==> config.mk <==
export PLATFORM = sky130hd
export DESIGN_NAME = cardclk_ctrl
export DESIGN_NICKNAME = d
export VERILOG_FILES = /design/src/rtl/cardclk_pkg.sv /design/src/rtl/cardclk_decode.sv /design/src/rtl/cardclk_rstseq.sv /design/src/rtl/cardclk_gen.sv /design/src/rtl/cardclk_ctrl.sv
export SDC_FILE = /design/constraint.sdc
export NUM_CORES = 1
export LEC_CHECK = 0
export BUFFER_PORTS_ARGS = -buffer_cell sky130_fd_sc_hd__buf_4
export CAP_MARGIN = 25
export CORE_ASPECT_RATIO = 0.6
export CORE_UTILIZATION = 25
export CTS_CLUSTER_DIAMETER = 40
export DETAILED_ROUTE_END_ITERATION = 8
export PLACE_DENSITY = 0.4
export SYNTH_ARGS = -nofsm -noshare
export SYNTH_HDL_FRONTEND = slang
export SYNTH_HIERARCHICAL = 1
export SYNTH_SLANG_ARGS = --single-unit
==> constraint.sdc <==
create_clock -name clk_i -period 2.45 [get_ports clk_i]
set_input_delay 0.3675 -clock clk_i [delete_from_list [all_inputs] [get_ports clk_i]]
set_output_delay 0.3675 -clock clk_i [all_outputs]
set_load 0.02 [all_outputs]
==> src/rtl/cardclk_pkg.sv <==
package cardclk_pkg;

  typedef struct packed {
    logic srst;
    logic op;
    logic start;
    logic stop;
  } ctrl_cmd_t;

  // Bit positions of the control word are decoded here only.
  function automatic ctrl_cmd_t decode_ctrl(logic [3:0] w);
    ctrl_cmd_t c;
    c.stop  = w[0];
    c.start = w[1];
    c.op    = w[2];
    c.srst  = w[3];
    return c;
  endfunction

  // Length of one card clock phase in system cycles for exponent d.
  function automatic logic [31:0] phase_len(logic [31:0] d);
    return 32'd1 << d;
  endfunction

endpackage

==> src/rtl/cardclk_decode.sv <==
module cardclk_decode
  import cardclk_pkg::*;
#(
  parameter int DIV_W = 3
) (
  input  logic             clk,
  input  logic             rst_n,
  input  logic             ctrl_we,
  input  logic [3:0]       ctrl_wdata,
  input  logic             div_we,
  input  logic [DIV_W-1:0] div_wdata,
  input  logic             resetting,
  input  logic             rst_done,
  input  logic             running,
  output logic             soft_start,
  output logic             start_cmd,
  output logic             stop_cmd,
  output logic             op_pulse,
  output logic [DIV_W-1:0] div_req
);

  ctrl_cmd_t cmd;
  logic      cmd_ok;

  always_comb begin
    cmd        = decode_ctrl(ctrl_wdata);
    soft_start = ctrl_we && cmd.srst && !resetting;
    cmd_ok     = ctrl_we && !cmd.srst && !resetting;
    start_cmd  = cmd_ok && cmd.start;
    stop_cmd   = cmd_ok && cmd.stop;
  end

  always_ff @(posedge clk or negedge rst_n) begin
    if (!rst_n) begin
      op_pulse <= 1'b0;
      div_req  <= '0;
    end else begin
      op_pulse <= cmd_ok && cmd.op && !cmd.stop && (running || cmd.start);
      if (rst_done)
        div_req <= '0;
      else if (div_we && !resetting)
        div_req <= div_wdata;
    end
  end

endmodule

==> src/rtl/cardclk_rstseq.sv <==
module cardclk_rstseq #(
  parameter int RST_CYCLES = 16
) (
  input  logic clk,
  input  logic rst_n,
  input  logic soft_start,
  output logic resetting,
  output logic rst_done
);

  localparam int RC_W = (RST_CYCLES > 2) ? $clog2(RST_CYCLES) : 1;
  localparam logic [RC_W-1:0] LAST = RC_W'(RST_CYCLES - 1);

  logic [RC_W-1:0] cnt;

  assign rst_done = resetting && (cnt == LAST);

  always_ff @(posedge clk or negedge rst_n) begin
    if (!rst_n) begin
      resetting <= 1'b0;
      cnt       <= '0;
    end else if (soft_start) begin
      resetting <= 1'b1;
      cnt       <= '0;
    end else if (resetting) begin
      if (rst_done) begin
        resetting <= 1'b0;
        cnt       <= '0;
      end else begin
        cnt <= cnt + RC_W'(1);
      end
    end
  end

endmodule

==> src/rtl/cardclk_gen.sv <==
module cardclk_gen
  import cardclk_pkg::*;
#(
  parameter int DIV_W = 3
) (
  input  logic             clk,
  input  logic             rst_n,
  input  logic             kill,
  input  logic             start_cmd,
  input  logic             stop_cmd,
  input  logic [DIV_W-1:0] div_req,
  output logic             card_clk,
  output logic             running,
  output logic [DIV_W-1:0] div_act,
  output logic             fall_evt
);

  localparam int CNT_W = (1 << DIV_W) - 1;

  logic [CNT_W-1:0] cnt;
  logic [CNT_W-1:0] last_cnt;
  logic             stop_pend;
  logic             wrap;

  always_comb begin
    last_cnt = CNT_W'(phase_len(32'(div_act)) - 32'd1);
    wrap     = running && (cnt == last_cnt);
    fall_evt = wrap && card_clk;
  end

  always_ff @(posedge clk or negedge rst_n) begin
    if (!rst_n) begin
      running   <= 1'b0;
      stop_pend <= 1'b0;
      cnt       <= '0;
      card_clk  <= 1'b0;
      div_act   <= '0;
    end else if (kill) begin
      running   <= 1'b0;
      stop_pend <= 1'b0;
      cnt       <= '0;
      card_clk  <= 1'b0;
      div_act   <= '0;
    end else if (!running) begin
      div_act <= div_req;
      cnt     <= '0;
      if (start_cmd && !stop_cmd)
        running <= 1'b1;
    end else if (stop_cmd && !card_clk) begin
      running <= 1'b0;
      cnt     <= '0;
    end else if (wrap) begin
      cnt      <= '0;
      card_clk <= ~card_clk;
      if (card_clk) begin
        div_act <= div_req;
        if (stop_cmd || stop_pend) begin
          running   <= 1'b0;
          stop_pend <= 1'b0;
        end
      end
    end else begin
      cnt <= cnt + CNT_W'(1);
      if (stop_cmd)
        stop_pend <= 1'b1;
    end
  end

endmodule

==> src/rtl/cardclk_ctrl.sv <==
module cardclk_ctrl #(
  parameter int DIV_W      = 3,
  parameter int RST_CYCLES = 16
) (
  input  logic             clk_i,
  input  logic             rst_ni,
  input  logic             ctrl_we_i,
  input  logic [3:0]       ctrl_wdata_i,
  input  logic             div_we_i,
  input  logic [DIV_W-1:0] div_wdata_i,
  output logic             card_clk_o,
  output logic             clk_running_o,
  output logic             resetting_o,
  output logic             op_start_o
);

  logic             soft_start;
  logic             start_cmd;
  logic             stop_cmd;
  logic             rst_done;
  logic             kill;
  logic [DIV_W-1:0] div_req;
  logic [DIV_W-1:0] div_act_w;
  logic             fall_evt_w;

  assign kill = soft_start || resetting_o;

  cardclk_decode #(.DIV_W(DIV_W)) u_decode (
    .clk        (clk_i),
    .rst_n      (rst_ni),
    .ctrl_we    (ctrl_we_i),
    .ctrl_wdata (ctrl_wdata_i),
    .div_we     (div_we_i),
    .div_wdata  (div_wdata_i),
    .resetting  (resetting_o),
    .rst_done   (rst_done),
    .running    (clk_running_o),
    .soft_start (soft_start),
    .start_cmd  (start_cmd),
    .stop_cmd   (stop_cmd),
    .op_pulse   (op_start_o),
    .div_req    (div_req)
  );

  cardclk_rstseq #(.RST_CYCLES(RST_CYCLES)) u_rstseq (
    .clk        (clk_i),
    .rst_n      (rst_ni),
    .soft_start (soft_start),
    .resetting  (resetting_o),
    .rst_done   (rst_done)
  );

  cardclk_gen #(.DIV_W(DIV_W)) u_gen (
    .clk       (clk_i),
    .rst_n     (rst_ni),
    .kill      (kill),
    .start_cmd (start_cmd),
    .stop_cmd  (stop_cmd),
    .div_req   (div_req),
    .card_clk  (card_clk_o),
    .running   (clk_running_o),
    .div_act   (div_act_w),
    .fall_evt  (fall_evt_w)
  );

endmodule

==> results of run 1 <==
layout make-up:
type	instances	area share [%]
well taps	63	5.281
repair buffers	16	8.215
flip-flops and latches	22	36.88
inverters	4	1.006
clock buffers	4	3.688
multi-input cells	100	44.93
power groups by stage:
stage | Clock (uW) | Sequential, uW | Combinational (uW)
after detailed placement | 0 | 519 | 407
after global routing | 291 | 529 | 454
after global placement | 0 | 516 | 394
after floorplan | 0 | 520 | 279
after CTS | 279 | 514 | 409
final | 272 | 515 | 400
flip-flops by register name, indices dropped and copies added (netlist names):
signal and cells:
u_gen/running 1, u_gen/div_act 3, u_rstseq/resetting 1, u_gen/stop_pend 1
u_decode/op_pulse 1, u_gen/card_clk 1, u_decode/div_req 3, u_rstseq/cnt 4
u_gen/cnt 7
per-layer routing:
metal  GRT usage, %  up-vias  part of all wire (%)
li1               -      493                     -
met1          17.35      493                    57
met2          15.65       16                    39
met3          3.252        4                   3.0
met4          3.297        0                  0.71
met5              0        -                     0
what timing repair did:
item / 4_1_cts / 5_1_grt
endpoints found under the hold margin: 22 / 0
endpoints found under the setup margin: 0 / 0
hold buffers: 1 / 0
worst max-delay path by stage:
stage | start | to | slack [ps] | cells after the start
5_1_grt | u_gen/div_act[1] | u_gen/cnt[6] | 250 | 5
4_1_cts | u_gen/div_act[1] | u_gen/cnt[3] | 400 | 5
3_3_place_gp | u_gen/cnt[4] | u_gen/card_clk | 500 | 5
3_5_place_dp | u_gen/div_act[1] | u_gen/cnt[3] | 410 | 5
2_1_floorplan | u_gen/div_act[1] | u_gen/card_clk | 590 | 5
6_report | u_gen/div_act[1] | u_gen/cnt[6] | 420 | 5
worst register-to-register path: cells and delay by family, from the launching register on:
kind               cells  cell delay [ps]
and+or+nand+nor        3              810
AOI/OAI and AO/OA      2              610
DFF                    1              480
layout by cell type, fill, tap and decap left out, types with 2 or more instances in the layout:
| cell type | n |
|---|---|
| sky130_fd_sc_hd__nand4bb_1 | 3 |
| sky130_fd_sc_hd__o21ai_0 | 6 |
| sky130_fd_sc_hd__dfrtp_1 | 22 |
| sky130_fd_sc_hd__buf_4 | 15 |
| sky130_fd_sc_hd__nor2_1 | 15 |
| sky130_fd_sc_hd__ha_1 | 2 |
| sky130_fd_sc_hd__and2_2 | 2 |
| sky130_fd_sc_hd__or2b_1 | 3 |
| sky130_fd_sc_hd__a31oi_1 | 2 |
| sky130_fd_sc_hd__inv_1 | 4 |
| sky130_fd_sc_hd__nand2b_1 | 7 |
| sky130_fd_sc_hd__mux2i_1 | 4 |
| sky130_fd_sc_hd__o21a_1 | 2 |
| sky130_fd_sc_hd__xnor2_1 | 3 |
| sky130_fd_sc_hd__nand3_1 | 4 |
| sky130_fd_sc_hd__o21ai_1 | 2 |
| sky130_fd_sc_hd__clkbuf_8 | 4 |
| sky130_fd_sc_hd__nor2b_1 | 3 |
| sky130_fd_sc_hd__nand2_1 | 6 |
| sky130_fd_sc_hd__a21oi_1 | 9 |
| sky130_fd_sc_hd__xor2_1 | 3 |
| sky130_fd_sc_hd__or4_1 | 2 |
per-stage QoR:
stage	setup slack (ps)	utilization (%)	instance area, um2	total power [uW]	hold slack, ps
detailed placement	405.3	30.48	1428	925.9	284.6
floorplan	589.7	-	1245	799.3	71.91
global route	249.1	31.87	1493	1274	380.9
CTS	403.5	31.87	1493	1202	368.3
finish	415.7	31.87	1493	1186	373.6
global placement	498.6	30.48	1428	909.7	282.4
==> impl_results.html, run 1 <==
<table>
<tr><th>Metric</th><th>Value</th></tr>
<tr><th colspan="2">Layout</th></tr>
<tr><td>Layout cell share with drive strength beyond 1</td><td>between 10% and 20%</td></tr>
<tr><td>Post-layout instance count excluding filler cells</td><td>209</td></tr>
<tr><td>Filler cell count</td><td>487</td></tr>
<tr><td>Area of combinational cells with multiple inputs</td><td>roughly 670 um2</td></tr>
<tr><td>Number of inserted diodes</td><td>0</td></tr>
<tr><td>Net total in the final layout</td><td>160</td></tr>
<tr><td>Area Growth Syn to Fin</td><td>19.90%</td></tr>
<tr><td>Sequential cell area</td><td>roughly 550 um2</td></tr>
<tr><th colspan="2">Placement</th></tr>
<tr><td>HPWL after detailed placement</td><td>2081 um</td></tr>
<tr><td>Last weighted congestion value of the routability-driven placer</td><td>slightly below 0.8</td></tr>
<tr><td>Count of input and output buffers</td><td>14</td></tr>
<tr><td>Count of placed standard cells including taps</td><td>between 200 and 250</td></tr>
<tr><th colspan="2">Timing</th></tr>
<tr><td>FMAX</td><td>approximately 490 MHz</td></tr>
<tr><td>Clock Skew</td><td>about 6.9 ps</td></tr>
<tr><td>Count of final setup violators</td><td>0</td></tr>
<tr><td>Worst relative slew slack</td><td>between 60 and 70%</td></tr>
<tr><td>Max Slew Vio Count</td><td>0</td></tr>
<tr><td>Min Clock Period, post-route</td><td>around 2000 ps</td></tr>
<tr><td>Transition time at the pin with the least slew margin</td><td>520.3 ps</td></tr>
<tr><td>Final total negative setup slack</td><td>0 ps</td></tr>
<tr><td>Share of the clock period used by the worst path after layout</td><td>between 80% and 90%</td></tr>
<tr><td>Setup repair after global routing missed its margin</td><td>no</td></tr>
<tr><td>Final-report hold violation count</td><td>0</td></tr>
<tr><th colspan="2">Hold path</th></tr>
<tr><td>Worst Min Path Start</td><td>div_wdata_i[0]</td></tr>
<tr><td>Hold Crit Endpoint</td><td>u_decode/div_req[0]</td></tr>
<tr><td>Number of instances on the worst hold path</td><td>3</td></tr>
<tr><td>Hold WC Path Type</td><td>in -&gt; reg</td></tr>
<tr><th colspan="2">Yosys</th></tr>
<tr><td>Synthesized netlist net count</td><td>141</td></tr>
<tr><td>Synthesized area per cell</td><td>roughly 9.7 um2</td></tr>
<tr><td>Combined area of all synthesized cells</td><td>approximately 1200 um2</td></tr>
<tr><td>Syn Inst Count</td><td>about 130</td></tr>
<tr><td>Number of warnings issued by yosys</td><td>6</td></tr>
<tr><th colspan="2">Critical path</th></tr>
<tr><td>Slowest cell on the critical path</td><td>sky130_fd_sc_hd__or4_1</td></tr>
<tr><td>Family of cells with the greatest summed delay on the critical path</td><td>simple AND/OR/NAND/NOR gates</td></tr>
<tr><td>Internal reg-to-reg setup slack</td><td>between 400 and 500 ps</td></tr>
<tr><td>Critical path endpoint category</td><td>flip-flop</td></tr>
<tr><td>Worst stage delay on the critical path</td><td>560 ps</td></tr>
<tr><td>Sequence of cells on the critical path</td><td>or4_1 &gt; nor3_2 &gt; o32ai_2 &gt; o21ai_1 &gt; nor2_1</td></tr>
<tr><td>Required arrival time at the worst endpoint</td><td>about 2600 ps</td></tr>
<tr><td>Data arrival time of the critical path</td><td>2170 ps</td></tr>
<tr><td>Largest fanout on the critical path</td><td>10</td></tr>
<tr><td>Critical Path Source Type</td><td>flip-flop</td></tr>
<tr><td>Launching point of the worst reg2reg path</td><td>u_gen/div_act[1]</td></tr>
<tr><td>Worst r2r dst</td><td>u_gen/cnt[6]</td></tr>
<tr><td>Crit path buffers/inverters</td><td>0</td></tr>
<tr><td>Cell count of the worst reg-to-reg path</td><td>5</td></tr>
<tr><td>Critical path class</td><td>reg -&gt; reg</td></tr>
<tr><th colspan="2">GRT</th></tr>
<tr><td>First-pass GRT wire length</td><td>around 4600 um</td></tr>
<tr><td>Residual overflow from global routing</td><td>0</td></tr>
<tr><td>Overall fraction of global-route tracks in use</td><td>around 12%</td></tr>
<tr><td>Number of global-route vias before repair</td><td>approximately 950</td></tr>
<tr><td>Largest net degree at the start of global routing</td><td>23</td></tr>
<tr><td>Number of antenna violations at the first check in global routing</td><td>0</td></tr>
<tr><th colspan="2">Clock tree</th></tr>
<tr><td>Post-CTS setup repair buffer count</td><td>0</td></tr>
<tr><td>Cell chosen for the clock root</td><td>sky130_fd_sc_hd__clkbuf_8</td></tr>
<tr><td>Resized cells post-CTS</td><td>0</td></tr>
<tr><td>Clock buffers created by TritonCTS</td><td>3</td></tr>
<tr><td>Total clock sinks</td><td>22</td></tr>
<tr><td>Maximum clock path buffer count</td><td>2</td></tr>
<tr><td>Clock Latency Late Sink</td><td>270 ps</td></tr>
<tr><td>Count of H-tree levels built during CTS</td><td>1</td></tr>
<tr><td>Clock tree from TritonCTS</td><td>built</td></tr>
<tr><td>Clock-pin slew on the worst setup and hold paths</td><td>roughly 90 ps</td></tr>
<tr><th colspan="2">Route</th></tr>
<tr><td>Total number of vias</td><td>roughly 1000</td></tr>
<tr><td># DRC</td><td>0</td></tr>
<tr><td>Router iterations before antenna repair</td><td>4</td></tr>
<tr><td>Final routed wire length divided by cell count</td><td>13.53 um</td></tr>
<tr><td>Number of design-rule violations left by the first detailed-router iteration</td><td>31</td></tr>
<tr><td>Final Routed Wirelength</td><td>around 2800 um</td></tr>
<tr><td>Mean number of vias per cell</td><td>just under 5</td></tr>
<tr><td>Remaining antenna violation count after routing</td><td>0</td></tr>
<tr><th colspan="2">Die</th></tr>
<tr><td>Core ar.</td><td>4683 um2</td></tr>
<tr><td>Effective utilization at floorplan</td><td>26.58%</td></tr>
<tr><td>Site Rows</td><td>19</td></tr>
<tr><td>Width of the die</td><td>around 93 um</td></tr>
<tr><td>Boundary pin count</td><td>15</td></tr>
<tr><td>Die Span Y</td><td>56.66 um</td></tr>
<tr><td>Area of the die</td><td>roughly 5300 um2</td></tr>
<tr><th colspan="2">Power</th></tr>
<tr><td>Sw frac</td><td>a little over a third</td></tr>
<tr><td>Combinational cell fraction of total power</td><td>between 30% and 40%</td></tr>
<tr><td>Int Power</td><td>between 700 and 800 uW</td></tr>
<tr><td>Power spent charging and discharging nets</td><td>roughly 420 uW</td></tr>
<tr><td>Sequential share of power</td><td>a little over two fifths</td></tr>
<tr><td>Static Leak</td><td>0.0006206 uW</td></tr>
<tr><td>IR Drop Worst-Case VDD</td><td>between 0.0003 and 0.0004 V</td></tr>
<tr><td>Cell area power density</td><td>a little under 800 nW/um2</td></tr>
<tr><td>Part of the total power dissipated in the clock network</td><td>between 20% and 30%</td></tr>
<tr><th colspan="2">Run status</th></tr>
<tr><td>Result of the run</td><td>complete, no violations</td></tr>
<tr><th colspan="2">Flow run</th></tr>
<tr><td>Total of max-cap violations</td><td>0</td></tr>
</table>
No activity file was read; power rests on OpenSTA's default activity.
==> run 2, diff against run 1 <==
ABC_AREA = 1   (was unset)
clock period = 1.9 ns   (was 2.45 ns; I/O delays follow)
==> run 2 against run 1 <==
Effect of this change: cell count rose by 22%; power rose by 34%; synthesized cell count rose by 36%; sequential power rose by 35%; sequential share of layout area fell by 1.0 points; critical endpoint is now u_gen/stop_pend; highest routed layer unchanged; clock power rose by 27%; wire length fell by 0.88%; critical path type unchanged.
==> impl_results.html, run 2 <==
<table>
<tr><th>Metric</th><th>Value</th></tr>
<tr><th colspan="2">Run status</th></tr>
<tr><td>Result of the run</td><td>complete, no violations</td></tr>
<tr><th colspan="2">GRT</th></tr>
<tr><td>Residual overflow from global routing</td><td>0 (unchanged)</td></tr>
<tr><td>Overall fraction of global-route tracks in use</td><td>11.98% (+0.47 points)</td></tr>
<tr><td>Number of antenna violations at the first check in global routing</td><td>0 (unchanged)</td></tr>
<tr><td>Largest net degree at the start of global routing</td><td>23 (unchanged)</td></tr>
<tr><td>Number of global-route vias before repair</td><td>1076 (+14%)</td></tr>
<tr><td>First-pass GRT wire length</td><td>5016 um (+8.4%)</td></tr>
<tr><th colspan="2">Yosys</th></tr>
<tr><td>Combined area of all synthesized cells</td><td>1291 um2 (+3.7%)</td></tr>
<tr><td>Synthesized area per cell</td><td>7.421 um2 (-24%)</td></tr>
<tr><td>Synthesized netlist net count</td><td>187 (+33%)</td></tr>
<tr><td>Syn Inst Count</td><td>174 (+36%)</td></tr>
<tr><td>Number of warnings issued by yosys</td><td>6 (unchanged)</td></tr>
<tr><th colspan="2">Critical path</th></tr>
<tr><td>Critical path class</td><td>reg -&gt; reg</td></tr>
<tr><td>Worst stage delay on the critical path</td><td>500 ps (-60 ps)</td></tr>
<tr><td>Crit path buffers/inverters</td><td>4 (+4)</td></tr>
<tr><td>Family of cells with the greatest summed delay on the critical path</td><td>simple AND/OR/NAND/NOR gates</td></tr>
<tr><td>Sequence of cells on the critical path</td><td>inv_2 &gt; nand3b_4 &gt; nor2_2 &gt; inv_1 &gt; a21oi_1 &gt; nor2_1 &gt; nand3_1 &gt; nand2_1 &gt; inv_1 &gt; nand2_1 &gt; nand2_1 &gt; inv_1</td></tr>
<tr><td>Data arrival time of the critical path</td><td>1840 ps (-330 ps)</td></tr>
<tr><td>Largest fanout on the critical path</td><td>9 (-1)</td></tr>
<tr><td>Critical Path Source Type</td><td>flip-flop</td></tr>
<tr><td>Slowest cell on the critical path</td><td>sky130_fd_sc_hd__dfrtp_1</td></tr>
<tr><td>Cell count of the worst reg-to-reg path</td><td>12 (+7)</td></tr>
<tr><td>Critical path endpoint category</td><td>flip-flop</td></tr>
<tr><td>Internal reg-to-reg setup slack</td><td>230 ps (-190 ps)</td></tr>
<tr><td>Required arrival time at the worst endpoint</td><td>2070 ps (-520 ps)</td></tr>
<tr><td>Worst r2r dst</td><td>u_gen/stop_pend</td></tr>
<tr><td>Launching point of the worst reg2reg path</td><td>u_rstseq/resetting</td></tr>
<tr><th colspan="2">Placement</th></tr>
<tr><td>Last weighted congestion value of the routability-driven placer</td><td>0.7834 (+0.56%)</td></tr>
<tr><td>Count of input and output buffers</td><td>14 (unchanged)</td></tr>
<tr><td>HPWL after detailed placement</td><td>2192 um (+5.3%)</td></tr>
<tr><td>Count of placed standard cells including taps</td><td>250 (+23%)</td></tr>
<tr><th colspan="2">Clock tree</th></tr>
<tr><td>Clock buffers created by TritonCTS</td><td>3 (unchanged)</td></tr>
<tr><td>Total clock sinks</td><td>22 (unchanged)</td></tr>
<tr><td>Resized cells post-CTS</td><td>0 (unchanged)</td></tr>
<tr><td>Clock Latency Late Sink</td><td>260 ps (about the same)</td></tr>
<tr><td>Maximum clock path buffer count</td><td>2 (unchanged)</td></tr>
<tr><td>Cell chosen for the clock root</td><td>sky130_fd_sc_hd__clkbuf_8</td></tr>
<tr><td>Clock tree from TritonCTS</td><td>built</td></tr>
<tr><td>Count of H-tree levels built during CTS</td><td>1 (unchanged)</td></tr>
<tr><td>Clock-pin slew on the worst setup and hold paths</td><td>80 ps (about the same)</td></tr>
<tr><th colspan="2">Hold path</th></tr>
<tr><td>Hold WC Path Type</td><td>in -&gt; reg</td></tr>
<tr><td>Number of instances on the worst hold path</td><td>4 (+1)</td></tr>
<tr><td>Worst Min Path Start</td><td>ctrl_wdata_i[0]</td></tr>
<tr><td>Hold Crit Endpoint</td><td>u_decode/op_pulse</td></tr>
<tr><th colspan="2">Route</th></tr>
<tr><td>Final Routed Wirelength</td><td>2803 um (-0.88%)</td></tr>
<tr><td># DRC</td><td>0 (unchanged)</td></tr>
<tr><td>Mean number of vias per cell</td><td>4.455 (-7.4%)</td></tr>
<tr><td>Final routed wire length divided by cell count</td><td>10.99 um (-19%)</td></tr>
<tr><td>Router iterations before antenna repair</td><td>4 (unchanged)</td></tr>
<tr><td>Total number of vias</td><td>1136 (+13%)</td></tr>
<tr><td>Remaining antenna violation count after routing</td><td>0 (unchanged)</td></tr>
<tr><td>Number of design-rule violations left by the first detailed-router iteration</td><td>32 (+3.2%)</td></tr>
<tr><th colspan="2">Layout</th></tr>
<tr><td>Number of inserted diodes</td><td>0 (unchanged)</td></tr>
<tr><td>Largest registers</td><td>u_gen/cnt (7), u_rstseq/cnt (4)</td></tr>
<tr><td>Layout cell share with drive strength beyond 1</td><td>20.31% (+1.1 points)</td></tr>
<tr><td>Filler cell count</td><td>531 (+9.0%)</td></tr>
<tr><td>Commonest cells after routing, fill and taps aside</td><td>sky130_fd_sc_hd__nand2_1, sky130_fd_sc_hd__inv_1, sky130_fd_sc_hd__nand3_1</td></tr>
<tr><td>Commonest non-fill, non-tap cell in the layout</td><td>sky130_fd_sc_hd__nand2_1</td></tr>
<tr><td>Net total in the final layout</td><td>206 (+29%)</td></tr>
<tr><td>Most flops, register</td><td>u_gen/cnt</td></tr>
<tr><td>Area Growth Syn to Fin</td><td>18.90%</td></tr>
<tr><td>Max reg flops</td><td>7 (unchanged)</td></tr>
<tr><td>Post-layout instance count excluding filler cells</td><td>255 (+22%)</td></tr>
<tr><th colspan="2">Timing</th></tr>
<tr><td>Setup repair after global routing missed its margin</td><td>no</td></tr>
<tr><td>Min Clock Period, post-route</td><td>1671 ps (-363.5 ps)</td></tr>
<tr><td>Max Slew Vio Count</td><td>0 (unchanged)</td></tr>
<tr><td>Share of the clock period used by the worst path after layout</td><td>87.93% (+4.9 points)</td></tr>
<tr><td>Clock Skew</td><td>1.821 ps (-5.128 ps)</td></tr>
<tr><td>Worst relative slew slack</td><td>78.96% (+14 points)</td></tr>
<tr><td>Transition time at the pin with the least slew margin</td><td>315.6 ps (-204.7 ps)</td></tr>
<tr><td>FMAX</td><td>598.5 MHz (+22%)</td></tr>
<tr><td>Count of final setup violators</td><td>0 (unchanged)</td></tr>
<tr><td>Final total negative setup slack</td><td>0 ps (unchanged)</td></tr>
<tr><td>Final-report hold violation count</td><td>0 (unchanged)</td></tr>
<tr><th colspan="2">Die</th></tr>
<tr><td>Width of the die</td><td>94.78 um (+1.8%)</td></tr>
<tr><td>Site Rows</td><td>19 (unchanged)</td></tr>
<tr><td>Die Span Y</td><td>57.67 um (+1.8%)</td></tr>
<tr><td>Boundary pin count</td><td>15 (unchanged)</td></tr>
<tr><td>Effective utilization at floorplan</td><td>27.16% (+0.57 points)</td></tr>
<tr><td>Area of the die</td><td>5466 um2 (+3.6%)</td></tr>
<tr><td>Core ar.</td><td>4755 um2 (+1.5%)</td></tr>
<tr><th colspan="2">Power</th></tr>
<tr><td>Power, Total</td><td>1588 uW (+34%)</td></tr>
<tr><td>IR Drop Worst-Case VDD</td><td>0.0002372 V (-31%)</td></tr>
<tr><td>Static Leak</td><td>0.0007724 uW (+24%)</td></tr>
<tr><td>Cell area power density</td><td>1034 nW/um2 (+30%)</td></tr>
<tr><th colspan="2">Flow run</th></tr>
<tr><td>Total of max-cap violations</td><td>0 (unchanged)</td></tr>
</table>
run 2: how the worst max path moves through the flow:
stage / startpoint / to / slack (ps) / depth (start not counted)
2_1_floorplan: u_rstseq/resetting / u_gen/stop_pend / 350 / 12
3_3_place_gp: u_rstseq/resetting / u_gen/stop_pend / 250 / 12
3_5_place_dp: u_rstseq/resetting / u_gen/stop_pend / 250 / 12
4_1_cts: u_rstseq/resetting / u_gen/stop_pend / 230 / 12
5_1_grt: u_rstseq/resetting / u_gen/cnt[4] / 90 / 8
6_report: u_rstseq/resetting / u_gen/stop_pend / 230 / 12
run 2: what timing repair did:
item	in CTS	in global routing
buffers inserted	0	0
hold buffers	1	0
endpoints found under the hold margin	22	0
run 2: metal layers:
metal	vias up	GRT usage (%)	wire length, um
li1	589	-	-
met1	526	18.41	1612
met2	19	16.34	1051
met3	2	3.937	123
met4	0	1.948	15
met5	-	0	0
run 2: final cells by class:
type / count / area (um2) / area share [%]
flip-flops and latches: 22 / 550.5 / 35.86
repair buffers: 15 / 115.1 / 7.498
clock buffers: 4 / 55.05 / 3.586
well taps: 63 / 78.83 / 5.134
multi-input cells: 120 / 619.3 / 40.34
inverters: 31 / 116.4 / 7.580
run 2: worst min-delay path: stages:
cell,delay [ps]
sky130_fd_sc_hd__buf_4,80
sky130_fd_sc_hd__nor2_1,40
sky130_fd_sc_hd__nand2_1,60
sky130_fd_sc_hd__nor2_2,40
run 2: where the power goes:
group	internal, uW	switching [uW]
Combinational	203	343
Sequential	572	125
Clock	185	161
Total	959	629
run 2: through the flow:
step	setup slack [ps]	util [%]	instance area, um2	hold WS (ps)
finish	229.2	32.29	1535	260.6
global route	86.94	32.29	1535	260.4
CTS	233.5	32.29	1535	255.4
detailed placement	248.3	30.92	1470	202.4
global placement	245.1	30.92	1470	197.3
floorplan	353.1	-	1291	-10.59
==> run 3, diff against run 2 <==
ABC_CLOCK_PERIOD_IN_PS = 1900   (was unset)
GPL_TIMING_DRIVEN = 0   (was unset)
SKIP_CTS_REPAIR_TIMING = 1   (was unset)
==> run 3 against run 2 <==
Effect of this change: cell count rose by 0.39%; final area rose by 0.41%; sequential power is 1% lower; non-clock buffer count is 1 higher; die area unchanged; utilization increased by 0.13 points; critical path type unchanged; largest cell class unchanged; largest power group unchanged.
==> impl_results.html, run 3 (same netlist as run 2, synthesis figures left out) <==
<table>
<tr><th>Metric</th><th>Value</th></tr>
<tr><th colspan="2">Layout</th></tr>
<tr><td>Most flops, register</td><td>u_gen/cnt</td></tr>
<tr><td>Area Growth Syn to Fin</td><td>19.38%</td></tr>
<tr><td>Net total in the final layout</td><td>207 (+0.49%)</td></tr>
<tr><td>Number of inserted diodes</td><td>0 (unchanged)</td></tr>
<tr><td>Filler cell count</td><td>510 (-4.0%)</td></tr>
<tr><td>Commonest non-fill, non-tap cell in the layout</td><td>sky130_fd_sc_hd__nand2_1</td></tr>
<tr><td>Largest registers</td><td>u_gen/cnt (7), u_rstseq/cnt (4)</td></tr>
<tr><td>Max reg flops</td><td>7 (unchanged)</td></tr>
<tr><td>Commonest cells after routing, fill and taps aside</td><td>sky130_fd_sc_hd__nand2_1, sky130_fd_sc_hd__inv_1, sky130_fd_sc_hd__nand3_1</td></tr>
<tr><td>Layout cell share with drive strength beyond 1</td><td>21.24% (+0.93 points)</td></tr>
<tr><th colspan="2">Critical path</th></tr>
<tr><td>Data arrival time of the critical path</td><td>1810 ps (-30 ps)</td></tr>
<tr><td>Cell count of the worst reg-to-reg path</td><td>12 (unchanged)</td></tr>
<tr><td>Largest fanout on the critical path</td><td>9 (unchanged)</td></tr>
<tr><td>Critical Path Source Type</td><td>flip-flop</td></tr>
<tr><td>Start point of the critical path</td><td>u_rstseq/resetting</td></tr>
<tr><td>Launching point of the worst reg2reg path</td><td>u_rstseq/resetting</td></tr>
<tr><td>Critical path endpoint category</td><td>flip-flop</td></tr>
<tr><td>Critical path class</td><td>reg -&gt; reg</td></tr>
<tr><td>Required arrival time at the worst endpoint</td><td>2070 ps (about the same)</td></tr>
<tr><th colspan="2">Power</th></tr>
<tr><td>Static Leak</td><td>0.0007770 uW (+0.60%)</td></tr>
<tr><td>Power, Total</td><td>1609 uW (+1.3%)</td></tr>
<tr><td>Power spent charging and discharging nets</td><td>643.3 uW (+2.3%)</td></tr>
<tr><td>Sw frac</td><td>39.97% (+0.38 points)</td></tr>
<tr><td>Combinational cell fraction of total power</td><td>35.2% (+0.8 points)</td></tr>
<tr><td>Cell area power density</td><td>1044 nW/um2 (+0.92%)</td></tr>
<tr><td>Sequential share of power</td><td>42.8% (-1.1 points)</td></tr>
<tr><td>Int Power</td><td>966.0 uW (+0.70%)</td></tr>
<tr><td>IR Drop Worst-Case VDD</td><td>0.0002817 V (+19%)</td></tr>
<tr><td>Part of the total power dissipated in the clock network</td><td>22.1% (+0.3 points)</td></tr>
<tr><th colspan="2">Clock tree</th></tr>
<tr><td>Clock Latency Late Sink</td><td>270 ps (about the same)</td></tr>
<tr><td>Cell chosen for the clock root</td><td>sky130_fd_sc_hd__clkbuf_8</td></tr>
<tr><td>Clock-pin slew on the worst setup and hold paths</td><td>90 ps (about the same)</td></tr>
<tr><td>Clock buffers created by TritonCTS</td><td>3 (unchanged)</td></tr>
<tr><td>Clock tree from TritonCTS</td><td>built</td></tr>
<tr><td>Count of H-tree levels built during CTS</td><td>1 (unchanged)</td></tr>
<tr><td>Maximum clock path buffer count</td><td>2 (unchanged)</td></tr>
<tr><td>Total clock sinks</td><td>22 (unchanged)</td></tr>
<tr><th colspan="2">GRT</th></tr>
<tr><td>First-pass GRT wire length</td><td>5161 um (+2.9%)</td></tr>
<tr><td>Overall fraction of global-route tracks in use</td><td>12.55% (+0.57 points)</td></tr>
<tr><td>Largest net degree at the start of global routing</td><td>23 (unchanged)</td></tr>
<tr><td>Number of global-route vias before repair</td><td>1125 (+4.6%)</td></tr>
<tr><td>Residual overflow from global routing</td><td>0 (unchanged)</td></tr>
<tr><td>Number of antenna violations at the first check in global routing</td><td>0 (unchanged)</td></tr>
<tr><th colspan="2">Timing</th></tr>
<tr><td>Clock Skew</td><td>1.698 ps (-0.1232 ps)</td></tr>
<tr><td>Share of the clock period used by the worst path after layout</td><td>86.44% (-1.5 points)</td></tr>
<tr><td>Worst relative slew slack</td><td>79.36% (+0.41 points)</td></tr>
<tr><td>Final total negative setup slack</td><td>0 ps (unchanged)</td></tr>
<tr><td>Setup repair after global routing missed its margin</td><td>no</td></tr>
<tr><td>FMAX</td><td>608.9 MHz (+1.7%)</td></tr>
<tr><td>Max Slew Vio Count</td><td>0 (unchanged)</td></tr>
<tr><td>Min Clock Period, post-route</td><td>1642 ps (-28.46 ps)</td></tr>
<tr><td>Final-report hold violation count</td><td>0 (unchanged)</td></tr>
<tr><td>Transition time at the pin with the least slew margin</td><td>309.5 ps (-6.090 ps)</td></tr>
<tr><td>Count of final setup violators</td><td>0 (unchanged)</td></tr>
<tr><th colspan="2">Route</th></tr>
<tr><td># DRC</td><td>0 (unchanged)</td></tr>
<tr><td>Mean number of vias per cell</td><td>4.539 (+1.9%)</td></tr>
<tr><td>Router iterations before antenna repair</td><td>4 (unchanged)</td></tr>
<tr><td>Number of design-rule violations left by the first detailed-router iteration</td><td>58 (+81%)</td></tr>
<tr><td>Total number of vias</td><td>1162 (+2.3%)</td></tr>
<tr><td>Remaining antenna violation count after routing</td><td>0 (unchanged)</td></tr>
<tr><td>Final Routed Wirelength</td><td>2873 um (+2.5%)</td></tr>
<tr><td>Final routed wire length divided by cell count</td><td>11.22 um (+2.1%)</td></tr>
<tr><th colspan="2">Placement</th></tr>
<tr><td>Last weighted congestion value of the routability-driven placer</td><td>0.7471 (-4.6%)</td></tr>
<tr><td>HPWL after detailed placement</td><td>2192 um (about the same)</td></tr>
<tr><td>Count of input and output buffers</td><td>14 (unchanged)</td></tr>
<tr><th colspan="2">Die</th></tr>
<tr><td>Effective utilization at floorplan</td><td>27.16% (unchanged)</td></tr>
<tr><td>Site Rows</td><td>19 (unchanged)</td></tr>
<tr><td>Width of the die</td><td>94.78 um (unchanged)</td></tr>
<tr><td>Core ar.</td><td>4755 um2 (unchanged)</td></tr>
<tr><td>Boundary pin count</td><td>15 (unchanged)</td></tr>
<tr><td>Die Span Y</td><td>57.67 um (unchanged)</td></tr>
<tr><td>Area of the die</td><td>5466 um2 (unchanged)</td></tr>
<tr><th colspan="2">Hold path</th></tr>
<tr><td>Number of instances on the worst hold path</td><td>4 (unchanged)</td></tr>
<tr><td>Hold WC Path Type</td><td>in -&gt; reg</td></tr>
<tr><td>Worst Min Path Start</td><td>ctrl_wdata_i[0]</td></tr>
<tr><th colspan="2">Run status</th></tr>
<tr><td>Result of the run</td><td>complete, no violations</td></tr>
<tr><th colspan="2">Flow run</th></tr>
<tr><td>Total of max-cap violations</td><td>0 (unchanged)</td></tr>
</table>
run 3: cell count changes in the layout (fill, tap and decap cells not counted):
cell / before / now
sky130_fd_sc_hd__buf_2: 0 / 1
sky130_fd_sc_hd__dfrtp_2: 0 / 1
sky130_fd_sc_hd__dfrtp_1: 22 / 21
run 3: final timing paths:
path / slack, ps / endpoint
worst max-delay path: 260 / u_gen/stop_pend
worst min register to register: 520 / u_gen/div_act[1]
max in group asynchronous: 1200 / u_rstseq/resetting
worst min-delay path: 250 / u_decode/op_pulse
min in group asynchronous: 440 / u_decode/op_pulse
worst max register to register: 260 / u_gen/stop_pend
run 3: final cells by class:
cell class                      instances  area [um2]  area share [%]
Timing Repair Buffer                   15       115.1           7.467
Sequential cell                        22       551.8           35.80
Tap cell                               63       78.83           5.114
Multi-Input combinational cell        120       619.3           40.18
Inverter                               31       116.4           7.549
Buffer                                  1       5.005          0.3247
Clock buffer                            4       55.05           3.571
run 3: per-stage QoR:
| stage | instance area [um2] | utilization [%] | hold WS (ps) | setup WS, ps | std cells |
|---|---|---|---|---|---|
| final | 1541 | 32.42 | 253.7 | 257.7 | 256 |
| after CTS | 1530 | 32.18 | -90.49 | 197.8 | 255 |
| after floorplan | 1291 | - | -10.59 | 353.1 | 174 |
| after detailed placement | 1475 | 31.03 | 206.7 | 215.8 | 251 |
| after global routing | 1541 | 32.42 | 269.7 | 49.39 | 256 |
| after global placement | 1475 | 31.03 | 197.2 | 226.6 | 251 |
run 3: worst max-delay path: stages, from the launching register on:
cell,delay (ps)
sky130_fd_sc_hd__dfrtp_2,490
sky130_fd_sc_hd__inv_2,160
sky130_fd_sc_hd__nand3b_4,110
sky130_fd_sc_hd__nor2_2,110
sky130_fd_sc_hd__inv_1,90
sky130_fd_sc_hd__a21oi_1,190
sky130_fd_sc_hd__nor2_1,60
sky130_fd_sc_hd__nand3_1,100
sky130_fd_sc_hd__nand2_1,50
sky130_fd_sc_hd__inv_1,50
sky130_fd_sc_hd__nand2_1,40
sky130_fd_sc_hd__nand2_1,60
sky130_fd_sc_hd__inv_1,30
run 3: power groups by stage:
stage          Clock (uW)  Sequential, uW  Combinational (uW)
2_1_floorplan           0             676                 412
3_3_place_gp            0             694                 537
3_5_place_dp            0             696                 561
4_1_cts               364             687                 565
5_1_grt               396             705                 650
6_report              355             688                 566
run 3: routing by layer:
layer  vias up  track usage [%]  part of all wire [%]
met5         -                0                     0
met4         0            3.247                  0.56
met3         2            3.543                   4.2
met2        30            18.81                    40
met1       538            17.83                    55
li1        592                -                     -
